===== src/rtl/pfd_pkg.sv =====
package pfd_pkg;

    parameter int unsigned VA_W      = 64;
    parameter int unsigned LEG_W     = 32;
    parameter int unsigned ERR_W     = 5;
    parameter int unsigned VEC_W     = 8;
    parameter int unsigned PF_VECTOR = 14;

    typedef enum logic [1:0] {
        ACC_READ  = 2'b00,
        ACC_WRITE = 2'b01,
        ACC_FETCH = 2'b10,
        ACC_RSV   = 2'b11
    } acc_kind_e;

    // packed MSB first: fetch is bit4, prot is bit0
    typedef struct packed {
        logic fetch;
        logic rsvd;
        logic user;
        logic write;
        logic prot;
    } pf_err_t;

    typedef struct packed {
        logic all_present;
        logic eff_write;
        logic eff_user;
        logic any_nx;
        logic any_rsvd;
    } walk_sum_t;

    function automatic logic [VA_W-1:0] cr2_mask(input logic [VA_W-1:0] v,
                                                 input logic leg);
        logic [VA_W-1:0] r;
        r = v;
        if (leg) r[VA_W-1:LEG_W] = '0;
        return r;
    endfunction

endpackage


===== src/rtl/pfd_walk_merge.sv =====
module pfd_walk_merge
    import pfd_pkg::*;
#(
    parameter int unsigned LEVELS = 4
) (
    input  logic [LEVELS-1:0] present,
    input  logic [LEVELS-1:0] writable,
    input  logic [LEVELS-1:0] user,
    input  logic [LEVELS-1:0] noexec,
    input  logic [LEVELS-1:0] rsvd,
    output walk_sum_t         sum
);
    logic [LEVELS:0] p_c, w_c, u_c, nx_c, rs_c;

    assign p_c[0]  = 1'b1;
    assign w_c[0]  = 1'b1;
    assign u_c[0]  = 1'b1;
    assign nx_c[0] = 1'b0;
    assign rs_c[0] = 1'b0;

    for (genvar g = 0; g < LEVELS; g++) begin : g_lvl
        assign p_c[g+1]  = p_c[g]  & present[g];
        assign w_c[g+1]  = w_c[g]  & writable[g];
        assign u_c[g+1]  = u_c[g]  & user[g];
        assign nx_c[g+1] = nx_c[g] | noexec[g];
        assign rs_c[g+1] = rs_c[g] | rsvd[g];
    end

    assign sum.all_present = p_c[LEVELS];
    assign sum.eff_write   = w_c[LEVELS];
    assign sum.eff_user    = u_c[LEVELS];
    assign sum.any_nx      = nx_c[LEVELS];
    assign sum.any_rsvd    = rs_c[LEVELS];
endmodule


===== src/rtl/pfd_fault_eval.sv =====
module pfd_fault_eval
    import pfd_pkg::*;
(
    input  logic [1:0] kind,
    input  logic       is_user,
    input  walk_sum_t  sum,
    input  logic       pse,
    input  logic       pae,
    input  logic       wp,
    output logic       fault,
    output pf_err_t    err
);
    acc_kind_e k;
    logic is_write, is_fetch;
    logic rsvd_hit, us_viol, rw_viol, nx_viol;

    always_comb begin
        k        = acc_kind_e'(kind);
        is_write = (k == ACC_WRITE);
        is_fetch = (k == ACC_FETCH);
        rsvd_hit = sum.all_present & sum.any_rsvd & (pse | pae);
        us_viol  = is_user & ~sum.eff_user;
        rw_viol  = is_write & ~sum.eff_write & (is_user | wp);
        nx_viol  = is_fetch & sum.any_nx;
        fault    = ~sum.all_present | rsvd_hit
                 | (sum.all_present & (us_viol | rw_viol | nx_viol));
        err.prot  = sum.all_present;
        err.write = is_write;
        err.user  = is_user;
        err.rsvd  = rsvd_hit;
        err.fetch = is_fetch;
    end
endmodule


===== src/rtl/pfd_cr2_reg.sv =====
module pfd_cr2_reg
    import pfd_pkg::*;
(
    input  logic            clk,
    input  logic            rst,
    input  logic            fault_wr,
    input  logic [VA_W-1:0] fault_addr,
    input  logic            sw_we,
    input  logic [VA_W-1:0] sw_data,
    input  logic            legacy,
    output logic [VA_W-1:0] cr2
);
    always_ff @(posedge clk) begin
        if (rst)           cr2 <= '0;
        else if (fault_wr) cr2 <= cr2_mask(fault_addr, legacy);
        else if (sw_we)    cr2 <= cr2_mask(sw_data, legacy);
    end


    legacy_upper_clear_chk: assert property (@(posedge clk) disable iff (rst)
        legacy && (fault_wr || sw_we) |=> cr2[VA_W-1:LEG_W] == '0);

    cr2_hold_chk: assert property (@(posedge clk) disable iff (rst)
        !fault_wr && !sw_we |=> $stable(cr2));

    fault_priority_chk: assert property (@(posedge clk) disable iff (rst)
        fault_wr && sw_we && !legacy |=> cr2 == $past(fault_addr));
endmodule


===== src/rtl/page_fault_detector.sv =====
module page_fault_detector
    import pfd_pkg::*;
#(
    parameter int unsigned LEVELS = 4
) (
    input  logic               clk,
    input  logic               rst,
    input  logic               acc_valid,
    input  logic [1:0]         acc_kind,
    input  logic               acc_user,
    input  logic [VA_W-1:0]    acc_addr,
    input  logic [LEVELS-1:0]  lvl_present,
    input  logic [LEVELS-1:0]  lvl_writable,
    input  logic [LEVELS-1:0]  lvl_user,
    input  logic [LEVELS-1:0]  lvl_noexec,
    input  logic [LEVELS-1:0]  lvl_rsvd,
    input  logic               cr4_pse,
    input  logic               cr4_pae,
    input  logic               legacy_mode,
    input  logic               wp_enable,
    input  logic               sw_cr2_we,
    input  logic [VA_W-1:0]    sw_cr2_wdata,
    output logic               pf_valid,
    output logic [VEC_W-1:0]   pf_vector,
    output logic [ERR_W-1:0]   pf_errcode,
    output logic [VA_W-1:0]    cr2
);
    walk_sum_t sum;
    pf_err_t   err_c, err_q;
    logic      fault_c, take;

    pfd_walk_merge #(.LEVELS(LEVELS)) u_merge (
        .present (lvl_present),
        .writable(lvl_writable),
        .user    (lvl_user),
        .noexec  (lvl_noexec),
        .rsvd    (lvl_rsvd),
        .sum     (sum)
    );

    pfd_fault_eval u_eval (
        .kind   (acc_kind),
        .is_user(acc_user),
        .sum    (sum),
        .pse    (cr4_pse),
        .pae    (cr4_pae),
        .wp     (wp_enable),
        .fault  (fault_c),
        .err    (err_c)
    );

    assign take = acc_valid & fault_c;

    always_ff @(posedge clk) begin
        if (rst) begin
            pf_valid <= 1'b0;
            err_q    <= '0;
        end else begin
            pf_valid <= take;
            if (take) err_q <= err_c;
        end
    end

    pfd_cr2_reg u_cr2 (
        .clk       (clk),
        .rst       (rst),
        .fault_wr  (take),
        .fault_addr(acc_addr),
        .sw_we     (sw_cr2_we),
        .sw_data   (sw_cr2_wdata),
        .legacy    (legacy_mode),
        .cr2       (cr2)
    );

    assign pf_errcode = err_q;
    assign pf_vector  = pf_valid ? VEC_W'(PF_VECTOR) : '0;


    not_present_chk: assert property (@(posedge clk) disable iff (rst)
        acc_valid && !(&lvl_present) |=> pf_valid && !pf_errcode[0] && !pf_errcode[3]);

    noexec_fetch_chk: assert property (@(posedge clk) disable iff (rst)
        acc_valid && acc_kind == 2'b10 && (&lvl_present) && (|lvl_noexec)
        |=> pf_valid && pf_errcode[4]);

    rsvd_gate_chk: assert property (@(posedge clk) disable iff (rst)
        acc_valid && !cr4_pse && !cr4_pae |=> !(pf_valid && pf_errcode[3]));

    idle_quiet_chk: assert property (@(posedge clk) disable iff (rst)
        !acc_valid |=> !pf_valid);

    addr_capture_chk: assert property (@(posedge clk) disable iff (rst)
        acc_valid && !legacy_mode && !(&lvl_present) |=> cr2 == $past(acc_addr));
endmodule


===== config.mk =====
export PLATFORM = sky130hd
export DESIGN_NAME = page_fault_detector
export DESIGN_NICKNAME = d
export VERILOG_FILES = /design/src/rtl/pfd_pkg.sv /design/src/rtl/pfd_walk_merge.sv /design/src/rtl/pfd_fault_eval.sv /design/src/rtl/pfd_cr2_reg.sv /design/src/rtl/page_fault_detector.sv
export SDC_FILE = /design/constraint.sdc
export NUM_CORES = 1
export LEC_CHECK = 0
export BUFFER_PORTS_ARGS = -buffer_cell sky130_fd_sc_hd__buf_2
export CAP_MARGIN = 20
export CORE_MARGIN = 5
export CORE_UTILIZATION = 44
export DETAILED_ROUTE_END_ITERATION = 8
export PLACE_DENSITY = 0.86
export SLEW_MARGIN = 0
export SYNTH_ARGS = -nofsm -noshare
export SYNTH_HDL_FRONTEND = slang
export SYNTH_SLANG_ARGS = --single-unit

===== constraint.sdc =====
create_clock -name clk -period 3.7 [get_ports clk]
set_input_delay 0.74 -clock clk [delete_from_list [all_inputs] [get_ports clk]]
set_output_delay 0.74 -clock clk [all_outputs]
set_load 0.01 [all_outputs]

==> out/metrics.csv, run 1 <==
stage,metric,value,unit
status,status,completed,
critical_path,regToRegStartpoint,pf_errcode[2],
logic_synthesis,synthesis.instances,363,
sta,final_critical_path_setup_slack,1.312,ns
sta,grt_setup_unrepaired,false,
global_route,grt_pass1_vias,3741,
logic_synthesis,netlist-cell-type-count,37,
placed_design,port-buffer-count,231,
finish,area_growth,32.56,%
clock_network,cts_sinks,70,
critical_path,critPathArrivalTime,2.57,ns
power,p_leak,2.369,nW
clock_network,cts.htree.levels,3,
finish,diodes,0,
hold_path,worstHoldPathType,reg2reg,
critical_path,critical_path.startpoint_type,input port,
placed_design,post_placement_worst_setup_slack,0.9487,ns
sta,timing.clock.skew,0,ns
route,detail_route.wirelength,11.80,mm
global_route,grt_start_max_net_pins,47,
global_route,global_route.overflow_total,0,
finish,most_common_cell_after_layout_fill_and_taps_aside,sky130_fd_sc_hd__buf_2,
critical_path,worstPathMaxFanout,38,
power,design_power_total,0.001916,W
finish,utilization,58.93,%
floorplan,num_rows,34,
clock_network,numCtsBuffers,9,
floorplan,boundaryPins,237,
floorplan,die_h,103.2,um
critical_path,worst_path_max_delay_cell,sky130_fd_sc_hd__a31o_4,
critical_path,crit_start,lvl_rsvd[2],
critical_path,critical-path-max-stage-delay,0.64,ns
sta,timing_max_transition_violations_final,0,
floorplan,die_width,103.2,um
clock_network,ctsRootBufferMaster,sky130_fd_sc_hd__clkbuf_8,
logic_synthesis,synth_seq_area_share,36.69,%
sta,final_report_setup_violation_count,0,
placed_design,dpl.hpwl,9.077,mm
logic_synthesis,synth.avg_cell_area,10.52,um2
global_route,grt_first_pass_wirelength,17.79,mm
clock_network,cts_tree,done,
critical_path,setup.worst_path.class,in2reg,
sta,post_route_fraction_of_the_period_consumed_by_the_critical_path,64.53,%
critical_path,crit_chain,buf_2 > or4_4 > o21ai_4 > a31o_4 > a211oi_1,
logic_synthesis,post_synthesis_sequential_element_count,70,
clock_network,cts_hold_buf,0,
sta,setup_tns,0,ns
logic_synthesis,number_of_warnings_reported_in_the_yosys_synthesis_log,0,
sta,fmax,418.8,MHz
power,irDropWorstVdd,0.2675,mV
floorplan,fp.coreArea,8593,um2
logic_synthesis,synth.top_cells.by_area,"sky130_fd_sc_hd__dfxtp_1, sky130_fd_sc_hd__mux2i_1, sky130_fd_sc_hd__a211oi_2",
placed_design,post-place-cells,666,
critical_path,required,3.88,ns
global_route,grt_antenna_before_repair,0,
sta,period_minus_slack,2.388,ns
placed_design,routabilityCongestion,0.8108,
global_route,track_usage,21.03,%
floorplan,initial_utilization,44.45,%
route,first_pass_iters,4,
sta,timing.slew.headroom,35.65,%
logic_synthesis,syn-cell-area,3820,um2
route,per_cell_routed_wire_length,17.30,um
clock_network,worst_setup_hold_path_clk_slew,0.07,ns
clock_network,cts_buffer_depth,2,
clock_network,postCtsSetupRepairBufs,0,
run,maxCapViolCount,0,
clock_network,cts_resized,0,
route,drt_iter0_markers,150,
route,routed-via-count,3738,
clock_network,clkLatencyLatePin,0.33,ns
finish,fraction_of_final_layout_cells_with_drive_strength_greater_than_1,51.05,%
logic_synthesis,synthDominantCellAreaShare,36.69,%
sta,finalHoldViolations,0,
power,power-per-cell-area,378.3,nW/um2
route,ant_nets,0,
finish,layout.cells.non_filler,682,
logic_synthesis,yosys.area.top_type,sky130_fd_sc_hd__dfxtp_1,
route,via_per_inst,5.481,
finish,final_net_count,728,
floorplan,die-area,10650,um2
sta,worst_slew_pin_slew,0.9617,ns
hold_path,min-delay-start,pf_errcode[0],
finish,final_cell_mix,"sky130_fd_sc_hd__buf_2, sky130_fd_sc_hd__dfxtp_1, sky130_fd_sc_hd__mux2i_1, sky130_fd_sc_hd__nand2_1",
critical_path,end_kind,flop,
route,remaining_drc_errors,0,
[power breakdown]
part / switching, W / leakage, nW / internal, W
registers: 0.0000256 / 0.578 / 0.000802
clock network: 0.000287 / 0.116 / 0.000417
logic: 0.000207 / 1.68 / 0.000177
total: 0.000519 / 2.37 / 0.00140
[kinds of logic (layout without fill, tap and decap cells)]
group	count (synthesis)	in the layout	synth area share [%]
mux	64	64	16.77
other cells	1	5	0.09817
compound gates	117	117	28.69
flops	70	70	36.69
buf+inv	50	257	9.924
simple gates	61	61	7.829
[stage by stage]
stage / hold WS [ns] / area [um2]
2_1_floorplan: 0.5361 / 3835
3_3_place_gp: 0.5140 / 4816
3_5_place_dp: 0.5242 / 4831
4_1_cts: 0.5335 / 5064
5_1_grt: 0.5711 / 5064
6_report: 0.5303 / 5064
[synth_stat cells, drive strengths merged]
library cell  instances
or4                   1
nand3b                4
nor2b                 1
clkinv                1
mux2i                64
a311oi               32
buf                  29
and2                  1
a211o                 4
nand2b                3
nand4                 3
a21oi                 5
conb                  1
nor4                  1
o211ai                4
a31o                  1
and4                  1
o21a                  2
a211oi               33
nand2                34
nor3b                 4
a32oi                 1
o21ai                 1
clkbuf               20
or2                   1
nor2                  7
a22oi                32
a31oi                 2
dfxtp                70
[sequential cells by signal, summed over array words and instances, names as in the netlist]
| register | cells |
|---|---|
| pf_valid | 1 |
| u_cr2.cr2 | 64 |
| pf_errcode | 5 |
[layer usage]
metal	GRT usage [%]	wire, um	vias to the layer above
met5	0	0	-
met4	4.582	125	0
met3	7.579	1193	11
met2	37.84	6141	171
met1	23.86	4336	1753
li1	-	-	1803
[worst paths after layout]
kind | endpoint | slack [ns] | cells past startpoint
worst min register to register | pf_errcode[0] | 0.53 | 2
worst max-delay path | u_cr2.cr2[27] | 1.31 | 5
worst max register to register | pf_errcode[2] | 2.84 | 3
worst min-delay path | pf_errcode[0] | 0.53 | 2
[worst max-delay path: cells and delay by family]
family	cells	cell delay (ns)
buf+inv	1	0.10
compound gates	3	1.16
simple gates	1	0.55
[layout make-up]
type,instances,area [um2]
Clock buffer,11,151.4
Clock inverter,5,81.33
Fill cell,740,3530
Inverter,1,3.754
Multi-Input combinational cell,247,2059
Sequential cell,70,1401
Tap cell,108,135.1
Timing Repair Buffer,240,1231
Note: power is estimated with default switching activity, not from simulation.
==> run 2, diff against run 1 <==
--- a/config.mk
+++ b/config.mk
@@ -5,12 +5,13 @@
 export SDC_FILE = /design/constraint.sdc
 export NUM_CORES = 1
 export LEC_CHECK = 0
+export ABC_AREA = 1
 export BUFFER_PORTS_ARGS = -buffer_cell sky130_fd_sc_hd__buf_2
 export CAP_MARGIN = 20
 export CORE_MARGIN = 5
-export CORE_UTILIZATION = 44
+export CORE_UTILIZATION = 40
 export DETAILED_ROUTE_END_ITERATION = 8
-export PLACE_DENSITY = 0.86
+export PLACE_DENSITY = 0.81
 export SLEW_MARGIN = 0
 export SYNTH_ARGS = -nofsm -noshare
 export SYNTH_HDL_FRONTEND = slang
==> constraint.sdc (replaced) <==
create_clock -name clk -period 2.1 [get_ports clk]
set_input_delay 0.42 -clock clk [delete_from_list [all_inputs] [get_ports clk]]
set_output_delay 0.42 -clock clk [all_outputs]
set_load 0.01 [all_outputs]
==> run 2 against run 1 <==
Compared with the run above: sequential power is 75% higher; routed wire length decreased by 0.21%; largest power group unchanged; first-iteration DRC count increased by 100%; synthesized area rose by 7.7%; worst hold slack worse by 0.18 ns; sequential cell count stayed put; core utilization down 4.9 points; sequential share of layout area down 2.2 points; highest routed layer unchanged; synthesized cell count increased by 63%; global-route usage decreased by 2.8 points; design area rose by 8.7%.
==> out/metrics.csv, run 2 <==
stage,metric,value,unit,change
status,status,completed,,
critical_path,worst_path_max_delay_cell,sky130_fd_sc_hd__nand2_2,,
logic_synthesis,syn-cell-area,4115,um2,+7.7%
logic_synthesis,ys.flop_type,sky130_fd_sc_hd__dfxtp_1,,
floorplan,initial_utilization,40.41,%,-4.0 points
critical_path,crit_chain,buf_2 > nor2_1 > nand2_1 > nor2_1 > nor2_1 > nand3_2 > nand2_4 > nand2_2 > nand2_1 > a21oi_1,,
floorplan,fp.coreArea,10180,um2,+19%
critical_path,required,2.36,ns,-1.52 ns
logic_synthesis,yosys.area.top_type,sky130_fd_sc_hd__dfxtp_1,,
global_route,met2_usage,31.16,%,-6.7 points
clock_network,numCtsBuffers,9,,unchanged
sta,timing.clock.skew,0,ns,unchanged
critical_path,setup.worst_path.class,in2reg,,
clock_network,cts_sinks,70,,unchanged
sta,timing_max_transition_violations_final,0,,unchanged
global_route,grt.met1_usage,22.69,%,-1.2 points
sta,period_minus_slack,1.586,ns,
critical_path,critical-path-top-cell-by-count,sky130_fd_sc_hd__nor2_1,,
global_route,grt_pass1_vias,4042,,+8.0%
clock_network,postCtsSetupRepairBufs,0,,unchanged
critical_path,end_kind,flop,,
logic_synthesis,synth.top_cells.by_area,"sky130_fd_sc_hd__dfxtp_1, sky130_fd_sc_hd__nand2_1, sky130_fd_sc_hd__nor2_1",,
power,share_comb_of_total_power,21.8,%,+1.7 points
placed_design,routabilityCongestion,0.8426,,+3.9%
finish,most_common_cell_after_layout_fill_and_taps_aside,sky130_fd_sc_hd__buf_2,,
logic_synthesis,yosys-top-cells-count,"sky130_fd_sc_hd__nand2_1, sky130_fd_sc_hd__nor2_1, sky130_fd_sc_hd__dfxtp_1",,
sta,grt_setup_unrepaired,false,,
critical_path,critPathArrivalTime,1.84,ns,-0.73 ns
logic_synthesis,edff_count_synth,0,,unchanged
critical_path,crit_start,acc_kind[1],,
power,p_leak,3.032,nW,+28%
finish,final_net_count,956,,+31%
logic_synthesis,synth.avg_cell_area,6.940,um2,-34%
floorplan,die-area,12420,um2,+17%
hold_path,worstHoldPathType,in2reg,,
finish,top_register,u_cr2.cr2,,
sta,hold_slack,0.3520,ns,-0.1783 ns
floorplan,num_rows,37,,+8.8%
logic_synthesis,synthesis.instances,593,,+63%
logic_synthesis,synth_async_sr_flop_share,0,%,unchanged
clock_network,ctsRootBufferMaster,sky130_fd_sc_hd__clkbuf_8,,
hold_path,min-delay-start,acc_user,,
finish,layout.cell_area.non_filler,5504,um2,+8.7%
sta,timing.slew.headroom,58.70,%,+23 points
run,maxCapViolCount,0,,unchanged
power,p_int,0.002447,W,+75%
critical_path,worstPathMaxFanout,32,,-16%
logic_synthesis,synth.most_common_cell,sky130_fd_sc_hd__nand2_1,,
global_route,grt_antenna_before_repair,0,,unchanged
power,irDropWorstVdd,0.2766,mV,+3.4%
sta,final_critical_path_setup_slack,0.5140,ns,-0.7984 ns
placed_design,post_placement_worst_setup_slack,0.1795,ns,-0.7692 ns
sta,worst_slew_pin_slew,0.6173,ns,-0.3444 ns
critical_path,regToRegStartpoint,u_cr2.cr2[20],,
logic_synthesis,synth_compound_gate_area_share,14.59,%,-14 points
global_route,track_usage,18.21,%,-2.8 points
critical_path,critPathBufInv,1,,unchanged
route,per_cell_routed_wire_length,12.55,um,-27%
finish,final_cell_mix,"sky130_fd_sc_hd__buf_2, sky130_fd_sc_hd__nand2_1, sky130_fd_sc_hd__nor2_1, sky130_fd_sc_hd__dfxtp_1, sky130_fd_sc_hd__inv_1",,
clock_network,cts_buffer_depth,2,,unchanged
critical_path,critical-path-max-stage-delay,0.48,ns,-0.16 ns
global_route,global_route_layer_with_the_greatest_usage,met2,,
clock_network,clkLatencyLatePin,0.32,ns,about the same
logic_synthesis,synth_simple_gate_area_share,29.04,%,+21 points
logic_synthesis,post_synth_fa_ha_maj_area_fraction,0,%,unchanged
clock_network,cts_tree,done,,
placed_design,port-buffer-count,231,,unchanged
floorplan,boundaryPins,237,,unchanged
sta,fmax,630.5,MHz,
global_route,global_route.overflow_total,0,,unchanged
finish,area_growth,33.75,%,
logic_synthesis,number_of_warnings_reported_in_the_yosys_synthesis_log,0,,unchanged
logic_synthesis,netlist-cell-type-count,23,,-38%
route,ant_nets,0,,unchanged
clock_network,cts_hold_buf,0,,unchanged
finish,fraction_of_final_layout_cells_with_drive_strength_greater_than_1,36.53,%,-15 points
placed_design,detailed_place.area,5289,um2,+9.5%
placed_design,dpl.hpwl,9.040,mm,-0.40%
sta,setup_tns,0,ns,unchanged
global_route,grt_first_pass_wirelength,19.06,mm,+7.1%
logic_synthesis,synthDominantCellAreaShare,34.05,%,-2.6 points
route,detail_route.wirelength,11.77,mm,-0.21%
critical_path,critical_path.startpoint_type,input port,,
finish,diodes,0,,unchanged
logic_synthesis,post_synthesis_sequential_element_count,70,,unchanged
sta,finalHoldViolations,0,,unchanged
route,first_pass_iters,4,,unchanged
route,remaining_drc_errors,0,,unchanged
route,via_per_inst,4.645,,-15%
finish,largest_register_ffs,64,,unchanged
clock_network,cts.htree.levels,3,,unchanged
power,share_seq_of_total_power,43.0,%,-0.2 points
logic_synthesis,synth_seq_area_share,34.05,%,-2.6 points
floorplan,die_h,111.4,um,+8.0%
clock_network,cts_resized,0,,unchanged
logic_synthesis,yosys-mux-area-fraction,7.784,%,-9.0 points
floorplan,die_width,111.4,um,+8.0%
power,power_switching,0.0009344,W,+80%
logic_synthesis,share_of_the_synthesized_netlist_area_taken_by_xor_and_xnor_gates,0,%,unchanged
critical_path,worst_path_dominant_cell_family,simple AND/OR/NAND/NOR gates,,
global_route,groute.layer.met3.usage,6.087,%,-1.5 points
route,routed-via-count,4357,,+17%
clock_network,worst_setup_hold_path_clk_slew,0.07,ns,about the same
power,clkPwrFrac,35.2,%,-1.5 points
power,power-per-cell-area,614.4,nW/um2,+62%
sta,final_report_setup_violation_count,0,,unchanged
power,sw_frac_of_total,27.63,%,+0.51 points
sta,post_route_fraction_of_the_period_consumed_by_the_critical_path,75.52,%,
global_route,grt_start_max_net_pins,65,,+38%
logic_synthesis,dominant_combinational_cell_family_by_area_after_synthesis,simple AND/OR/NAND/NOR gates,,
route,drt_iter0_markers,306,,+100%
[run 2: changes by cell type in the layout (fill, tap and decap cells not counted), sizes merged, moves of 4 or more]
cell    before  now
nor2         7  109
nand2       34  114
inv          0   70
nand3        0   66
a21oi        5   38
a22oi       32    0
a311oi      32    0
mux2i       64   32
a211o        4    0
nand3b       4    0
nor3b        4    0
o211ai       4    0
[run 2: final timing paths]
path	to	slack, ns	cells after the start
min reg2reg	pf_errcode[3]	0.46	2
max reg2reg	u_cr2.cr2[20]	1.35	2
min	pf_errcode[2]	0.35	3
max	u_cr2.cr2[49]	0.51	10
[run 2: logic make-up (layout without fill, tap and decap cells)]
kind of cell,after synthesis,in the layout
buffers and inverters,127,332
multiplexers,32,32
AND/OR/NAND/NOR,291,291
flip-flops,70,70
AO/OA/AOI/OAI,72,72
other,1,5
[run 2: metal layers]
layer / share of wire (%) / up-vias
met5: 0 / -
li1: - / 2274
met1: 43 / 1913
met4: 0.25 / 0
met2: 49 / 168
met3: 7.7 / 2
[run 2: worst reg2reg max path, cell delays in order, from the launching register on]
cell and delay, ns:
sky130_fd_sc_hd__dfxtp_1 0.34, sky130_fd_sc_hd__mux2i_1 0.09, sky130_fd_sc_hd__a211oi_2 0.24
[run 2: stage by stage]
step                      cells  util (%)  power (W)
after floorplan             597         -   0.001939
after global placement      922     51.93   0.002214
after detailed placement    922     51.93   0.002230
after CTS                   938     54.04   0.003423
after global routing        938     54.04   0.003588
final                       938     54.04   0.003382
[run 2: final cells by class]
cell class | instances | area [um2]
well taps | 136 | 170.2
repair buffers | 243 | 1309
flip-flops and latches | 70 | 1401
fillers | 1022 | 4681
clock buffers | 12 | 145.1
inverters | 73 | 274.0
clock inverters | 4 | 70.07
multi-input cells | 400 | 2135
[run 2: power by group through the flow]
stage	Clock (W)	Sequential, W	Combinational (W)
CTS	0.00122	0.00146	0.000745
detailed placement	0	0.00149	0.000744
floorplan	0	0.00152	0.000415
global route	0.00130	0.00147	0.000823
global placement	0	0.00148	0.000732
finish	0.00119	0.00145	0.000738
